`config.mk`:
```
export PLATFORM = sky130hd
export DESIGN_NAME = sincos_pipe
export DESIGN_NICKNAME = d
export VERILOG_FILES = /design/src/rtl/sincos_pkg.sv /design/src/rtl/sincos_fold.sv /design/src/rtl/sincos_stage.sv /design/src/rtl/sincos_pipe.sv
export SDC_FILE = /design/constraint.sdc
export NUM_CORES = 2
export LEC_CHECK = 0
export ABC_AREA = 1
export BUFFER_PORTS_ARGS = -buffer_cell sky130_fd_sc_hd__buf_2
export CAP_MARGIN = 20
export CORE_ASPECT_RATIO = 1.5
export CORE_MARGIN = 4
export CORE_UTILIZATION = 35
export CTS_BUF_LIST = sky130_fd_sc_hd__clkbuf_4
export DETAILED_ROUTE_END_ITERATION = 10
export HOLD_SLACK_MARGIN = 0.02
export MAX_ROUTING_LAYER = met4
export PLACE_DENSITY = 0.49
export SLEW_MARGIN = 20
export SYNTH_ARGS = -nofsm -noshare
export SYNTH_HDL_FRONTEND = slang
export SYNTH_SLANG_ARGS = --single-unit
```
`constraint.sdc`:
```
create_clock -name clk -period 2.5 [get_ports clk]
set_clock_uncertainty 0.1 [all_clocks]
set_input_delay 0.125 -clock clk [delete_from_list [all_inputs] [get_ports clk]]
set_output_delay 0.125 -clock clk [all_outputs]
set_load 0.01 [all_outputs]
```
`src/rtl/sincos_pkg.sv`:
```
package sincos_pkg;

    localparam int SC_DATA_W  = 16;
    localparam int SC_ANGLE_W = 16;
    localparam int SC_STAGES  = 14;
    localparam int SC_GUARD   = 2;

    localparam real SC_PI = 3.14159265358979323846;

    // arctangent of 2^-i in radians, by power series (i >= 1) or pi/4 (i == 0)
    function automatic real atan_pow2(input int i);
        real t;
        real acc;
        real p;
        real term;
        t = 1.0;
        for (int j = 0; j < i; j++) t = t / 2.0;
        if (i == 0) return SC_PI / 4.0;
        acc = 0.0;
        p   = t;
        for (int k = 0; k < 24; k++) begin
            term = p / real'(2 * k + 1);
            if (k % 2 == 1) acc = acc - term;
            else            acc = acc + term;
            p = p * t * t;
        end
        return acc;
    endfunction

    // arctangent step in binary-angle units (full circle = 2^aw)
    function automatic int atan_units(input int i, input int aw);
        real u;
        u = atan_pow2(i) / (2.0 * SC_PI);
        for (int j = 0; j < aw; j++) u = u * 2.0;
        return $rtoi(u + 0.5);
    endfunction

    // reciprocal of the accumulated rotation gain, in fixed point with frac bits
    function automatic int inv_gain_fixed(input int stages, input int frac);
        real g;
        real t;
        g = 1.0;
        t = 1.0;
        for (int i = 0; i < stages; i++) begin
            g = g / $sqrt(1.0 + t * t);
            t = t / 2.0;
        end
        for (int j = 0; j < frac; j++) g = g * 2.0;
        return $rtoi(g + 0.5);
    endfunction

    // quadrant tag derived from the two top bits of a binary angle
    typedef enum logic [1:0] {
        QD_FIRST  = 2'b00,
        QD_SECOND = 2'b01,
        QD_THIRD  = 2'b10,
        QD_FOURTH = 2'b11
    } quadrant_e;

endpackage

```
`src/rtl/sincos_fold.sv`:
```
module sincos_fold
    import sincos_pkg::*;
#(
    parameter int IW      = SC_DATA_W + SC_GUARD,
    parameter int AW      = SC_ANGLE_W,
    parameter int STAGES  = SC_STAGES,
    parameter int IFRAC   = SC_DATA_W - 2 + SC_GUARD
) (
    input  logic [AW-1:0]        angle,
    output logic signed [IW-1:0] x0,
    output logic signed [IW-1:0] y0,
    output logic [AW-1:0]        z0
);
    localparam int XINIT_I = inv_gain_fixed(STAGES, IFRAC);
    localparam logic signed [IW-1:0] XINIT = IW'(XINIT_I);

    quadrant_e quad;
    logic      outer;

    always_comb begin
        quad  = quadrant_e'(angle[AW-1 -: 2]);
        outer = (quad == QD_SECOND) || (quad == QD_THIRD);
        // a half-turn added to the residual is undone by a negated start vector
        z0    = {angle[AW-1] ^ outer, angle[AW-2:0]};
        x0    = outer ? -XINIT : XINIT;
        y0    = '0;
    end
endmodule

```
`src/rtl/sincos_stage.sv`:
```
module sincos_stage
    import sincos_pkg::*;
#(
    parameter int IDX = 0,
    parameter int IW  = SC_DATA_W + SC_GUARD,
    parameter int AW  = SC_ANGLE_W
) (
    input  logic                 clk,
    input  logic                 rst,
    input  logic                 valid_in,
    input  logic signed [IW-1:0] x_in,
    input  logic signed [IW-1:0] y_in,
    input  logic [AW-1:0]        z_in,
    output logic                 valid_out,
    output logic signed [IW-1:0] x_out,
    output logic signed [IW-1:0] y_out,
    output logic [AW-1:0]        z_out
);
    localparam int ATAN_I = atan_units(IDX, AW);
    localparam logic [AW-1:0] ATAN_K = ATAN_I[AW-1:0];

    logic signed [IW-1:0] x_sh;
    logic signed [IW-1:0] y_sh;
    logic                 ccw;
    logic signed [IW-1:0] x_nx;
    logic signed [IW-1:0] y_nx;
    logic [AW-1:0]        z_nx;

    always_comb begin
        x_sh = x_in >>> IDX;
        y_sh = y_in >>> IDX;
        ccw  = ~z_in[AW-1];
        if (ccw) begin
            x_nx = x_in - y_sh;
            y_nx = y_in + x_sh;
            z_nx = z_in - ATAN_K;
        end else begin
            x_nx = x_in + y_sh;
            y_nx = y_in - x_sh;
            z_nx = z_in + ATAN_K;
        end
    end

    always_ff @(posedge clk) begin
        if (rst) valid_out <= 1'b0;
        else     valid_out <= valid_in;
        x_out <= x_nx;
        y_out <= y_nx;
        z_out <= z_nx;
    end

    AST_STAGE_ADVANCE: assert property (@(posedge clk) disable iff (rst) !$past(rst) |-> (valid_out == $past(valid_in)));
    AST_RESET_FLUSH: assert property (@(posedge clk) disable iff (rst) $past(rst) |-> !valid_out);
endmodule

```
`src/rtl/sincos_pipe.sv`:
```
module sincos_pipe
    import sincos_pkg::*;
#(
    parameter int DATA_W  = SC_DATA_W,
    parameter int ANGLE_W = SC_ANGLE_W,
    parameter int STAGES  = SC_STAGES,
    parameter int GUARD   = SC_GUARD
) (
    input  logic               clk,
    input  logic               rst,
    input  logic               in_valid,
    input  logic [ANGLE_W-1:0] in_angle,
    output logic               out_valid,
    output logic [DATA_W-1:0]  out_sin,
    output logic [DATA_W-1:0]  out_cos
);
    localparam int IW      = DATA_W + GUARD;
    localparam int IFRAC   = DATA_W - 2 + GUARD;
    localparam int HALF_I  = 1 << (GUARD - 1);
    localparam logic signed [IW-1:0] HALF = IW'(HALF_I);
    localparam int ONE_I   = 1 << (DATA_W - 2);
    localparam int AMP_LIM = ONE_I + 16;
    localparam longint ONE_SQ  = longint'(ONE_I) * longint'(ONE_I);
    localparam longint MAG_TOL = ONE_SQ / 64;

    logic                 v_s [STAGES+1];
    logic signed [IW-1:0] x_s [STAGES+1];
    logic signed [IW-1:0] y_s [STAGES+1];
    logic [ANGLE_W-1:0]   z_s [STAGES+1];

    assign v_s[0] = in_valid;

    sincos_fold #(
        .IW(IW), .AW(ANGLE_W), .STAGES(STAGES), .IFRAC(IFRAC)
    ) u_fold (
        .angle (in_angle),
        .x0    (x_s[0]),
        .y0    (y_s[0]),
        .z0    (z_s[0])
    );

    for (genvar i = 0; i < STAGES; i++) begin : g_stage
        sincos_stage #(
            .IDX(i), .IW(IW), .AW(ANGLE_W)
        ) u_stage (
            .clk       (clk),
            .rst       (rst),
            .valid_in  (v_s[i]),
            .x_in      (x_s[i]),
            .y_in      (y_s[i]),
            .z_in      (z_s[i]),
            .valid_out (v_s[i+1]),
            .x_out     (x_s[i+1]),
            .y_out     (y_s[i+1]),
            .z_out     (z_s[i+1])
        );
    end

    logic signed [IW-1:0] cos_r;
    logic signed [IW-1:0] sin_r;

    always_comb begin
        cos_r = x_s[STAGES] + HALF;
        sin_r = y_s[STAGES] + HALF;
    end

    assign out_valid = v_s[STAGES];
    assign out_cos   = cos_r[GUARD +: DATA_W];
    assign out_sin   = sin_r[GUARD +: DATA_W];

    logic signed [DATA_W-1:0] s_sig;
    logic signed [DATA_W-1:0] c_sig;
    longint                   mag_sq;

    always_comb begin
        s_sig  = $signed(out_sin);
        c_sig  = $signed(out_cos);
        mag_sq = longint'(s_sig) * longint'(s_sig) + longint'(c_sig) * longint'(c_sig);
    end

    AST_SIN_RANGE: assert property (@(posedge clk) disable iff (rst) out_valid |-> (int'(s_sig) <= AMP_LIM && int'(s_sig) >= -AMP_LIM));
    AST_COS_RANGE: assert property (@(posedge clk) disable iff (rst) out_valid |-> (int'(c_sig) <= AMP_LIM && int'(c_sig) >= -AMP_LIM));
    AST_UNIT_MAG: assert property (@(posedge clk) disable iff (rst) out_valid |-> (mag_sq <= ONE_SQ + MAG_TOL && mag_sq >= ONE_SQ - MAG_TOL));
endmodule

```
== Yosys cells after proc, flatten, opt, wreduce, memory -nomap -nowiden ==
Index checks and enable logic that the tools add are counted.
Operators by class
  add/sub/neg operators: 81
  eq/ne operators: 2
  mux-type cells: 41
  bitwise logic cells: 1
  reductions and logical operators: 1
Operator list (number)
  2-to-1 mux 18 bit: 28
  2-to-1 mux 16 bit: 13
  adder 18 x 10 -> 18 bit: 2
  adder 18 x 11 -> 18 bit: 2
  adder 18 x 12 -> 18 bit: 2
  adder 18 x 13 -> 18 bit: 2
  adder 18 x 14 -> 18 bit: 2
  adder 18 x 15 -> 18 bit: 2
  adder 18 x 16 -> 18 bit: 2
  adder 18 x 17 -> 18 bit: 2
  adder 18 x 3 -> 18 bit, second input constant: 2
  adder 18 x 5 -> 18 bit: 2
  adder 18 x 6 -> 18 bit: 2
  adder 18 x 7 -> 18 bit: 2
  adder 18 x 8 -> 18 bit: 2
  adder 18 x 9 -> 18 bit: 2
  subtractor 18 x 10 -> 18 bit: 2
  subtractor 18 x 11 -> 18 bit: 2
  subtractor 18 x 12 -> 18 bit: 2
  subtractor 18 x 13 -> 18 bit: 2
  subtractor 18 x 14 -> 18 bit: 2
  subtractor 18 x 15 -> 18 bit: 2
  subtractor 18 x 16 -> 18 bit: 2
  subtractor 18 x 17 -> 18 bit: 2
  36 further kinds: 41
Word-level totals
  bits in registers: 726
  logic and storage cells: 181

== Depth between registers and ports, before layout ==
  depth after elaboration: 5
  gate-level depth with buffers: 20

== Modules after synthesis ==
Synthesis repeated with hierarchy kept, for this count alone.
Second synthesis, totals
  cells, all modules: 9371
  area total of the unflattened synthesis: 62394.8 sq um
By module, submodules not included
  sincos_stage (g_stage[3].u_stage): times used 1, cells an instance 720, area each 4589.4 sq um, sequential area each 1061.0 sq um
  sincos_stage (g_stage[2].u_stage): times used 1, cells an instance 657, area each 4531.8 sq um, sequential area each 1061.0 sq um
  sincos_stage (g_stage[1].u_stage): times used 1, cells an instance 654, area each 4468.0 sq um, sequential area each 1061.0 sq um
  sincos_stage (g_stage[4].u_stage): times used 1, cells an instance 661, area each 4451.8 sq um, sequential area each 1061.0 sq um
  sincos_stage (g_stage[6].u_stage): times used 1, cells an instance 657, area each 4440.5 sq um, sequential area each 1061.0 sq um
  sincos_stage (g_stage[5].u_stage): times used 1, cells an instance 633, area each 4374.2 sq um, sequential area each 1061.0 sq um
  sincos_stage (g_stage[0].u_stage): times used 1, cells an instance 675, area each 4352.9 sq um, sequential area each 1041.0 sq um
  sincos_stage (g_stage[7].u_stage): times used 1, cells an instance 646, area each 4312.9 sq um, sequential area each 1061.0 sq um
  sincos_stage (g_stage[12].u_stage): times used 1, cells an instance 652, area each 4307.9 sq um, sequential area each 1061.0 sq um
  sincos_stage (g_stage[11].u_stage): times used 1, cells an instance 649, area each 4271.6 sq um, sequential area each 1061.0 sq um
  sincos_stage (g_stage[8].u_stage): times used 1, cells an instance 642, area each 4270.3 sq um, sequential area each 1061.0 sq um
  sincos_stage (g_stage[13].u_stage): times used 1, cells an instance 641, area each 4244.1 sq um, sequential area each 1061.0 sq um
  sincos_stage (g_stage[10].u_stage): times used 1, cells an instance 637, area each 4242.8 sq um, sequential area each 1061.0 sq um
  sincos_stage (g_stage[9].u_stage): times used 1, cells an instance 589, area each 4083.9 sq um, sequential area each 1061.0 sq um
  +2 rows

== Least setup slack after synthesis ==
Ideal clock, no wire load.
  path type: flip-flop to flip-flop
  start: register g_stage[9].u_stage.y_out[10]
  end: register g_stage[10].u_stage.x_out[17]
  setup time: 112 ps
  arrival: 2541 ps
  required time: 2288 ps
  slack: -253 ps
  stages on the path, launching flop included: 20
  buffers on the path: 0
  clock period less this slack: 2753 ps
  path through: dfxtp_1 > inv_1 > ha_1 > nand3_1 > nor3_1 > inv_1 > nor3_1 > inv_1 > ha_1 > nand2_1 > nand2_1 > inv_1 > ha_1 > nand2_1 > nor2_1 > nand3_1 > nand3_1 > nand2_1 > nand3_1 > nand2_1
On the way
  word-level cells in the longest chain between the ends: 2
RTL lines
  start: declaration: RTL line sincos_stage.sv:16  | output logic signed [IW-1:0] y_out,
  start signal: assignment: RTL line sincos_stage.sv:48  | y_out <= y_nx;
  subtractor 18 x 8 -> 18 bit / adder 18 x 8 -> 18 bit (equally long branches): RTL line sincos_stage.sv:34, sincos_stage.sv:38
  2-to-1 mux 18 bit (*): RTL line sincos_stage.sv:33  | if (ccw) begin
  via g_stage[10].u_stage.x_nx[17]: RTL line sincos_stage.sv:25  | logic signed [IW-1:0] x_nx;
  end signal: assignment: RTL line sincos_stage.sv:47  | x_out <= x_nx;
  end: declaration: RTL line sincos_stage.sv:15  | output logic signed [IW-1:0] x_out,
Mark *: on every way through the listed nets, which the timed path passes. The rest lies on a longest branch.
A chain may end at the register's enable or synchronous reset.

== Worst setup path after layout ==
  start: register g_stage[13].u_stage.y_out[1]
  end: output port out_sin[13]
On the way
  word-level cells in the longest chain between the ends: 1
RTL lines
  start: declaration: RTL line sincos_stage.sv:16
  start signal: assignment: RTL line sincos_stage.sv:48
  adder 18 x 3 -> 18 bit: RTL line sincos_pipe.sv:64  | sin_r = y_s[STAGES] + HALF;
  end: declaration: RTL line sincos_pipe.sv:14  | output logic [DATA_W-1:0] out_sin,
Every way passes these cells.

==> summary.txt <==
Outcome
  – Status: finished, violations left
  – Failing checks: negative setup slack

Logic synthesis
  – Synth top area share: 25.9%
  – Largest area contributor in the netlist: dfxtp_1
  – Synth unique cells: 54
  – Post-synthesis net count: 8278
  – Cells after Synth: 7578
  – Seq/Total Area, Yosys: 25.9%
  – Synth top area cells: dfxtp_1 26%, ha_1 15%, nand2_1 14%
  – Post-Syn Area: 52400 µm²
  – #FFs+latches synth: 677
  – Avg Cell Area, Syn: 6.91 µm²
  – Syn. warnings: 0

Final layout
  – Share of cells above drive strength 1: 37.3%
  – Area Growth Syn to Fin: 48.5%
  – Commonest non-fill, non-tap cell in the layout: nand2_1
  – Final core occ: 52.4%
  – Fin area: 77800 µm²
  – Nets: 9872
  – Most frequent cells in the layout: 1494 x nand2_1, 1191 x buf_4, 763 x inv_1

Placement
  – GPL Wtd Cong: 0.977
  – Cell Area, Placed: 63800 µm²
  – Buffers added on ports: 51
  – Hpwl dp: 148 mm

Timing
  – Post-layout min period: 2900 ps
  – Final setup violation count: 62
  – Slew margin rel.: 56.5%
  – Highest clock rate: 345 MHz
  – Unrepaired setup endpoints after global routing: yes
  – Final setup TNS: -7530 ps
  – Post-route setup slack: -395 ps
  – Max Transition Viols Final: 0
  – Tcrit/Tclk final: 116%
  – Final hold violation count: 0
  – Worst slew pin tran: 646 ps

Drt
  – Remaining antenna violation count: 0
  – Top Layer Used: met4
  – Vias: 54700
  – Via density: 4.86
  – DRT Pass-1 Iters: 5
  – Routed len/inst: 16.3 µm
  – Starting DRC count in detailed routing: 1791
  – Met2 WL post-DR: 102 mm
  – Routed WL: 184 mm
  – # DRC: 0
  – Met3 WL: 4.25 mm
  – WL met1: 62.1 mm

CTS
  – Clk_lat worst skew: 1250 ps
  – CTS H-tree lvls: 4
  – Clock Tree Buf Depth: 3
  – CTS tree: yes
  – Num CTS Buffers: 182
  – CTS root buffer: clkbuf_4
  – Clk sinks: 677
  – Clk pin slew, worst setup/hold paths: 70 ps

Die
  – Core box area: 148000 µm²
  – Initial Util: 35.3%
  – Die width: 324 µm
  – I/O pins: 52
  – Row cnt: 173
  – Die Y: 482 µm
  – Die ar.: 156000 µm²

Worst setup path
  – Delay-heaviest family, CP: simple AND/OR/NAND/NOR gates
  – Critical path type: reg -> out
  – CP Cell Sequence: ha_4 > nand3_4 > nor2_4 > nand2_4 > nor2_4 > nand4_1 > xnor2_2 > buf_2
  – Slowest-stage cell, CP: dfxtp_4
  – Buf+Inv Stages, Crit Path: 1
  – Largest stage delay on the critical path: 360 ps
  – CP arrival: 2670 ps
  – Cell mode on critical path: nor2_4
  – Startpoint Class: register
  – Critical path endpoint category: output port
  – Crit path max fanout: 3
  – Worst Path Required: 2280 ps

Global route
  – Initial antenna violation count: 3
  – Pin count of the biggest net entering global routing: 22
  – First-pass GRT wire length: 279 mm
  – Global-route usage over all layers: 23.3%
  – Vias in the first global route: 55300
  – Total congestion overflow: 0

Run
  – Max_cap viols: 0

Worst hold path
  – HP Class: reg -> reg
cell usage after synthesis, drive strengths merged:
cell type	instances
or2	7
nand2	1942
o211ai	8
nor4	12
clkinv	2
fa	37
and2	16
nand2b	3
a21boi	14
nand3b	26
nor3b	1
a31oi	41
nor3	77
a21oi	571
o21ai	253
inv	936
clkbuf	19
nand4	82
a211oi	5
dfxtp	677
xor2	477
nor2	732
o31ai	28
a21o	123
o21a	33
a221oi	1
xnor2	124
ha	644
buf	31
nand3	617
o21bai	38
a31o	1
state kept, by name (all words and copies together) (netlist names):
signal                     count
g_stage.u_stage.x_out        235
g_stage.u_stage.y_out        235
g_stage.u_stage.z_out        193
g_stage.u_stage.valid_out     14
worst register-to-register path: cells and delay by family (launching register included):
kind,cells,cell delay (ps)
adder cells (fa/ha/maj),3,640
buffers and inverters,5,400
AO/OA/AOI/OAI,1,140
AND/OR/NAND/NOR,12,880
flip-flops,1,320
cells by family (layout without fill, tap and decap cells):
| kind of cell | count (synthesis) | after routing | synth area share [%] |
|---|---|---|---|
| compound gates | 1116 | 1116 | 12.1 |
| xor+xnor | 601 | 601 | 10.1 |
| fa+ha+maj | 681 | 681 | 16.8 |
| buf+inv | 988 | 2726 | 7.19 |
| flops | 677 | 677 | 25.9 |
| other cells | 0 | 2 | 0 |
| simple gates | 3515 | 3515 | 28.0 |
per-layer routing:
metal / GRT usage (%) / up-vias
met3: 2.71 / 566
li1: - / 28100
met1: 20.0 / 25100
met5: - / -
met4: 15.9 / 0
met2: 46.1 / 856
area by class of cell:
| class | count | area (µm²) |
|---|---|---|
| well taps | 1925 | 2410 |
| flip-flops and latches | 677 | 13700 |
| multi-input cells | 5913 | 43800 |
| diodes | 2 | 5.00 |
| inverters | 938 | 3630 |
| fillers | 14400 | 70700 |
| clock inverters | 84 | 526 |
| clock buffers | 244 | 1830 |
| repair buffers | 1460 | 11800 |
what timing repair did:
action                     in CTS  in global routing
buffers inserted               76                135
hold buffers                   54                  0
setup endpoints to repair     245                319
gates cloned                    2                  0
gates resized for setup       879               1469
pin swaps                     370                792
hold endpoints to repair       34                  0
final timing paths:
check                                              startpoint                       endpoint  slack [ps]  cells past startpoint
worst max-delay path             g_stage[13].u_stage.y_out[1]                    out_sin[13]        -400                      8
worst min-delay path              g_stage[8].u_stage.z_out[0]    g_stage[9].u_stage.z_out[0]         200                      0
worst max register to register  g_stage[10].u_stage.y_out[11]  g_stage[11].u_stage.x_out[13]        -160                     21
worst min register to register    g_stage[8].u_stage.z_out[0]    g_stage[9].u_stage.z_out[0]         200                      0
stage by stage:
step	hold slack, ps	cells	setup slack (ps)
after floorplan	52.7	7578	-58.4
after global placement	128	10700	-366
after detailed placement	129	10700	-415
after CTS	132	11100	-595
after global routing	201	11200	-592
final	199	11200	-395
Power is left out: the tool's default activity adds up to more than one toggle a clock period on the data nets, which glitch-free logic cannot reach.
